## config.mk

```make
export PLATFORM = sky130hd
export DESIGN_NAME = pic_service_core
export DESIGN_NICKNAME = d
export VERILOG_FILES = /design/src/rtl/pic_pkg.sv /design/src/rtl/pic_edge_gate.sv /design/src/rtl/pic_prio_enc.sv /design/src/rtl/pic_shadow.sv /design/src/rtl/pic_ack_port.sv /design/src/rtl/pic_service_core.sv
export SDC_FILE = /design/constraint.sdc
export NUM_CORES = 1
export LEC_CHECK = 0
export ABC_AREA = 1
export BUFFER_PORTS_ARGS = -buffer_cell sky130_fd_sc_hd__clkbuf_2
export CORE_ASPECT_RATIO = 1.25
export CORE_MARGIN = 4
export CORE_UTILIZATION = 50
export DETAILED_ROUTE_END_ITERATION = 8
export GPL_ROUTABILITY_DRIVEN = 1
export GPL_TIMING_DRIVEN = 0
export PLACE_DENSITY_LB_ADDON = 0.2
export REMOVE_ABC_BUFFERS = 1
export SYNTH_ARGS = -nofsm -noshare
export SYNTH_HDL_FRONTEND = slang
export SYNTH_SLANG_ARGS = --single-unit
export TNS_END_PERCENT = 30
```

## constraint.sdc

```tcl
create_clock -name clk -period 2.3 [get_ports clk]
set_clock_uncertainty 0.1 [all_clocks]
set_input_delay 0.46 -clock clk [delete_from_list [all_inputs] [get_ports clk]]
set_output_delay 0.46 -clock clk [all_outputs]
set_load 0.03 [all_outputs]
```

## src/rtl/pic_pkg.sv

```systemverilog
package pic_pkg;
  localparam int DEF_LINES = 8;
  localparam int DEF_VW    = 8;

  typedef enum logic {
    EOI_SPECIFIC = 1'b0,
    EOI_NONSPEC  = 1'b1
  } eoi_kind_e;
endpackage

```

## src/rtl/pic_edge_gate.sv

```systemverilog
module pic_edge_gate #(
  parameter int N = 8
) (
  input  logic         clk,
  input  logic         rst_n,
  input  logic [N-1:0] pin_i,
  input  logic [N-1:0] mask_i,
  output logic [N-1:0] new_req_o
);
  logic [N-1:0] prev_q;

  for (genvar g = 0; g < N; g++) begin : g_line
    // A line asks for service only on a fresh rise while unmasked.
    assign new_req_o[g] = pin_i[g] & ~prev_q[g] & ~mask_i[g];

    always_ff @(posedge clk) begin
      if (!rst_n) prev_q[g] <= 1'b0;
      else        prev_q[g] <= pin_i[g];
    end
  end
endmodule

```

## src/rtl/pic_prio_enc.sv

```systemverilog
module pic_prio_enc #(
  parameter int N  = 8,
  localparam int LW = $clog2(N)
) (
  input  logic [N-1:0]  req_i,
  output logic          any_o,
  output logic [LW-1:0] top_o
);
  always_comb begin
    any_o = 1'b0;
    top_o = '0;
    for (int i = 0; i < N; i++) begin
      if (req_i[i]) begin
        any_o = 1'b1;
        top_o = LW'(i);
      end
    end
  end
endmodule

```

## src/rtl/pic_shadow.sv

```systemverilog
module pic_shadow #(
  parameter int N  = 8,
  localparam int LW = $clog2(N)
) (
  input  logic [N-1:0]  isr_i,
  input  logic [LW-1:0] line_i,
  output logic          clear_o
);
  // clear_o is high when no in-service bit sits at line_i or above.
  always_comb begin
    clear_o = 1'b1;
    for (int i = 0; i < N; i++) begin
      if (isr_i[i] && (LW'(i) >= line_i)) clear_o = 1'b0;
    end
  end
endmodule

```

## src/rtl/pic_ack_port.sv

```systemverilog
module pic_ack_port #(
  parameter int VW = 8
) (
  input  logic          clk,
  input  logic          rst_n,
  input  logic          load_i,
  input  logic [VW-1:0] vec_i,
  input  logic          slave_i,
  input  logic          ready_i,
  output logic          take_ok_o,
  output logic          valid_o,
  output logic [VW-1:0] vec_o,
  output logic          slave_o
);
  assign take_ok_o = ~valid_o | ready_i;

  always_ff @(posedge clk) begin
    if (!rst_n) begin
      valid_o <= 1'b0;
      vec_o   <= '0;
      slave_o <= 1'b0;
    end else if (load_i) begin
      valid_o <= 1'b1;
      vec_o   <= vec_i;
      slave_o <= slave_i;
    end else if (ready_i) begin
      valid_o <= 1'b0;
    end
  end
endmodule

```

## src/rtl/pic_service_core.sv

```systemverilog
module pic_service_core
  import pic_pkg::*;
#(
  parameter int N  = DEF_LINES,
  parameter int VW = DEF_VW,
  localparam int LW = $clog2(N)
) (
  input  logic          clk,
  input  logic          rst_n,
  input  logic [N-1:0]  irq_pin_i,
  input  logic [N-1:0]  mask_i,
  input  logic [N-1:0]  cascade_i,
  input  logic          slave_present_i,
  input  logic          auto_eoi_i,
  input  logic [VW-1:0] vec_base_i,
  input  logic          eoi_valid_i,
  input  logic          eoi_nonspec_i,
  input  logic [LW-1:0] eoi_line_i,
  input  logic          ack_valid_i,
  output logic          ack_ready_o,
  output logic          vec_valid_o,
  input  logic          vec_ready_i,
  output logic [VW-1:0] vec_data_o,
  output logic          vec_slave_o,
  output logic          int_o,
  output logic [N-1:0]  irr_o,
  output logic [N-1:0]  isr_o
);
  logic [N-1:0]  irr_q, isr_q, irr_nx, isr_nx;
  logic [N-1:0]  new_req, ack_hot, eoi_clr, auto_clr, isr_set;
  logic          irr_any, isr_any, new_any, nx_any;
  logic [LW-1:0] irr_top, isr_top, new_top, nx_top;
  logic          new_clear, nx_clear;
  logic          ack_fire, ack_hit, reeval, fire;
  logic [VW-1:0] vec_nx;
  logic          slave_nx;
  logic          int_q;
  eoi_kind_e     eoi_kind;

  pic_edge_gate #(.N(N)) u_edge (
    .clk(clk), .rst_n(rst_n), .pin_i(irq_pin_i), .mask_i(mask_i),
    .new_req_o(new_req)
  );

  pic_prio_enc #(.N(N)) u_enc_irr (.req_i(irr_q),   .any_o(irr_any), .top_o(irr_top));
  pic_prio_enc #(.N(N)) u_enc_isr (.req_i(isr_q),   .any_o(isr_any), .top_o(isr_top));
  pic_prio_enc #(.N(N)) u_enc_new (.req_i(new_req), .any_o(new_any), .top_o(new_top));
  pic_prio_enc #(.N(N)) u_enc_nx  (.req_i(irr_nx),  .any_o(nx_any),  .top_o(nx_top));

  pic_shadow #(.N(N)) u_sh_new (.isr_i(isr_nx), .line_i(new_top), .clear_o(new_clear));
  pic_shadow #(.N(N)) u_sh_nx  (.isr_i(isr_nx), .line_i(nx_top),  .clear_o(nx_clear));

  assign ack_fire = ack_valid_i & ack_ready_o;
  assign ack_hit  = ack_fire & irr_any;
  assign eoi_kind = eoi_kind_e'(eoi_nonspec_i);

  always_comb begin
    ack_hot  = ack_hit ? (N'(1) << irr_top) : '0;
    eoi_clr  = '0;
    if (eoi_valid_i) begin
      if (eoi_kind == EOI_NONSPEC) eoi_clr = isr_any ? (N'(1) << isr_top) : '0;
      else                         eoi_clr = N'(1) << eoi_line_i;
    end
    auto_clr = auto_eoi_i ? ack_hot : '0;
    isr_set  = auto_eoi_i ? '0 : ack_hot;
    isr_nx   = (isr_q & ~eoi_clr & ~auto_clr) | isr_set;
    irr_nx   = (irr_q | new_req) & ~ack_hot;
    reeval   = eoi_valid_i | (ack_hit & auto_eoi_i);
    fire     = (new_any & new_clear) | (reeval & nx_any & nx_clear);
  end

  always_comb begin
    if (irr_any) begin
      vec_nx   = vec_base_i | VW'(irr_top);
      slave_nx = slave_present_i & cascade_i[irr_top];
    end else begin
      vec_nx   = vec_base_i | VW'(N - 1);
      slave_nx = 1'b0;
    end
  end

  pic_ack_port #(.VW(VW)) u_port (
    .clk(clk), .rst_n(rst_n), .load_i(ack_fire), .vec_i(vec_nx),
    .slave_i(slave_nx), .ready_i(vec_ready_i), .take_ok_o(ack_ready_o),
    .valid_o(vec_valid_o), .vec_o(vec_data_o), .slave_o(vec_slave_o)
  );

  always_ff @(posedge clk) begin
    if (!rst_n) begin
      irr_q <= '0;
      isr_q <= '0;
      int_q <= 1'b0;
    end else begin
      irr_q <= irr_nx;
      isr_q <= isr_nx;
      int_q <= fire;
    end
  end

  assign int_o = int_q;
  assign irr_o = irr_q;
  assign isr_o = isr_q;
endmodule

```

==> summary.md <==
| Metric | Value |
|---|---|
| Status | finished clean |
| GRT Residual Overflow | 0 |
| Ports | 71 |
| Reg2Reg Setup Slack | 230 ps |
| CP most frequent cell | nand2_1 |
| DRC Markers | 0 |
| Antenna-violating nets left | 0 |
| MaxCap Viol Count | 0 |
| Via/cell ratio | 4.975 |
| Post-synthesis cell area | 2178 um2 |
| CTS buffer count | 5 |
| Top_reg_cell synth | dfxtp_1 |
| Placement Cell Area | 2580 um2 |
| Post-synth ARST share | 0% |
| Peak VDD IR | 0.0005256 V |
| Count of final max-slew check failures | 0 |
| Post-DR wirelength/cell | 12.03 um |
| PD cells | 629.6 nW/um2 |
| Worst r2r src | u_port.valid_o |
| Util after Layout | 64.60% |
| CP startpoint kind | flop |
| Max_slew headroom | 61.94% |
| Pre-antenna DRT Iters | 4 |
| Clk Latency, worst-skew pair | 290 ps |
| Synth Warn # | 0 |
| FF-to-FF path depth | 14 |
| Number of diodes | 0 |
| Synth area leader | dfxtp_1 |
| First-iteration detailed-routing DRC count | 98 |
| Seq cells post-synth | 35 |
| Mean Syn Cell Area | 6.260 um2 |
| Synth unique cells | 34 |
| Clk root buf | clkbuf_8 |
| Design area | 2690 um2 |
| Wire length on met1 | 2.343 mm |
| Final Worst Setup Slack | 226.3 ps |
| Worst setup EP type | flop |
| Dpl cells | 470 |
| Max FO, Critical Path | 11 |
| CP arrival | 2160 ps |
| Die ar. | 5483 um2 |
| Crit path required time | 2390 ps |
| Worst Setup Path Type | reg -> reg |
| Post-synth top area share | 32.17% |
| WHS Endpoint | u_edge.prev_q[0] |
| Clock buffer depth | 2 |
| Slowest cell on crit path | dfxtp_1 |
| GRT Util Overall | 22.74% |
| Layout cell share with drive strength beyond 1 | 25.53% |
| Num rows | 26 |
| Placement-stage worst setup slack | 12.05 ps |
| Worst-path clk slew | 70 ps |
| Routed vias | 2,383 |
| Min Tclk post-route | 2074 ps |
| Tightest Pin Transition | 567.5 ps |
| Top Layer Used | met4 |
| EDFF count, synth | 0 |
| Chain of cells forming the critical path | a21oi_4 > nand3_4 > inv_2 > nand4_1 > nor2_1 > nor2_2 > nand2_1 > nand2_1 > nand2_1 > nand3_1 > nand2_1 > nand2_1 > nand2_1 > a21oi_2 |
| Total power | 1.694 mW |
| Initial antenna violation count | 0 |
| Final worst-path cycle share | 90.16% |
| CTS tree | yes |
| Cells after Synth | 348 |
| Final #Nets | 465 |
| Number of global-route vias before repair | 2,214 |
| PortBufs | 70 |
| Clock H-tree levels | 2 |
| Hold_sp | irq_pin_i[0] |
| Post-synthesis sequential area ratio | 32.17% |
| Largest cells by area after synthesis | dfxtp_1, nand2_1, nor2_1 |
| Pin count of the biggest net entering global routing | 19 |
| Hpwl dp | 4.617 mm |
| Clock sink total | 35 |
| Routed WL | 5.760 mm |
| HP Class | in -> reg |
| Max Fclk | 482.2 MHz |
| WHS Path Cells | 3 |
| Layout area overhead | 23.49% |
| DIE WIDTH | 67.04 um |
| Die height | 81.80 um |
| Final hold violations | 0 |
| Final non-filler cell total | 479 |
| Cts hold-fix bufs | 0 |
| Starting Density | 52.31% |
| First-pass GRT wire length | 9.542 mm |
| Crit path largest cell delay | 350 ps |
| RSZ-0062 raised after global routing | no |
| Core Box Area | 4164 um2 |
| Hold WS | 263.7 ps |
| Met2 routed WL | 2.952 mm |
| Fin Setup TNS | 0 ps |
| RR Endpoint | int_o |
| Met3 wire len | 351 um |
| Final setup fails | 0 |
| Routability cong. | 0.9342 |
| P_leak | 1.481 nW |
-- power breakdown --
part | switching, mW | internal [mW] | leakage (nW)
logic | 0.355 | 0.175 | 1.14
registers | 0.0254 | 0.647 | 0.289
clock network | 0.219 | 0.273 | 0.0515
-- worst max-delay path, delay by kind of cell (launching register included) --
family,cells,cell delay [ps]
flops,1,350
compound gates,2,380
simple gates,11,1010
buf+inv,1,120
-- flip-flops by register name, summed over array words and instances (netlist names) --
name / count
isr_o: 8
u_port.valid_o: 1
u_port.slave_o: 1
int_o: 1
u_edge.prev_q: 8
u_port.vec_o: 8
irr_o: 8
-- final cells by class --
cell class,instances,area [um2]
Timing Repair Buffer,71,357.8
Clock buffer,8,100.1
Multi-Input combinational cell,251,1244
Sequential cell,35,700.7
Inverter,58,217.7
Tap cell,56,70.07
Fill cell,437,1474
-- cells by family after synthesis --
family	count (synthesis)	synth area share, %
AO/OA/AOI/OAI	46	13.90
buffers and inverters	62	10.86
flip-flops	35	32.17
AND/OR/NAND/NOR	205	43.08
-- Yosys cell counts, types with 2 or more instances --
| cell type | n |
|---|---|
| nand3_2 | 3 |
| nand2_4 | 2 |
| nand4_1 | 5 |
| o2111ai_1 | 2 |
| nor2_1 | 54 |
| nand2_2 | 3 |
| nor3_1 | 4 |
| o21ai_0 | 13 |
| nand3_1 | 21 |
| inv_1 | 53 |
| clkbuf_1 | 3 |
| dfxtp_1 | 35 |
| inv_2 | 3 |
| o22ai_1 | 3 |
| nor2_2 | 3 |
| clkinv_1 | 2 |
| a21oi_1 | 16 |
| a21oi_2 | 4 |
| nand2_1 | 99 |
| nor2_4 | 3 |
| nand3b_1 | 4 |
-- cell usage in the layout (no fill, tap or decap) --
master	synthesis	final
nor2_4	3	3
nand3_4	1	1
buf_4	1	1
o21ai_2	1	1
clkinv_1	2	2
o22ai_1	3	3
a21oi_1	16	16
inv_2	3	3
nand4_1	5	5
a21boi_2	1	1
nand3_1	21	21
nand2_1	99	99
o31ai_1	1	1
o21ai_1	1	1
or3b_2	1	1
a21oi_2	4	4
nor2_2	3	4
nor2_8	1	1
o221a_2	1	1
clkbuf_8	0	7
nand2_2	3	3
clkbuf_1	3	1
and2b_1	1	1
nand2_4	2	2
a21oi_4	1	1
inv_1	53	53
nand3_2	3	3
dfxtp_1	35	35
nor2_1	54	53
nor3_1	4	4
nand3b_1	4	4
o21a_1	1	1
clkbuf_2	0	70
o21bai_4	1	1
o2111ai_1	2	2
o21ai_0	13	13
-- worst max-delay path by stage --
stage | cells after the start | start | to
finish | 14 | u_port.valid_o | int_o
CTS | 14 | u_port.valid_o | int_o
detailed placement | 16 | vec_ready_i | int_o
floorplan | 15 | irr_o[7] | int_o
global route | 14 | u_port.valid_o | int_o
global placement | 14 | vec_ready_i | int_o
-- layer usage --
layer | vias up | GRT usage (%)
li1 | 1246 | -
met1 | 1040 | 26.47
met2 | 82 | 40.12
met3 | 15 | 4.925
met4 | 0 | 8.722
met5 | - | 0
-- what timing repair did --
item / 4_1_cts / 5_1_grt
gates resized for setup: 0 / 1
buffers inserted: 0 / 1
endpoints found under the hold margin: 0 / 0
endpoints found under the setup margin: 0 / 1
Note: power is estimated with default switching activity, not from simulation.
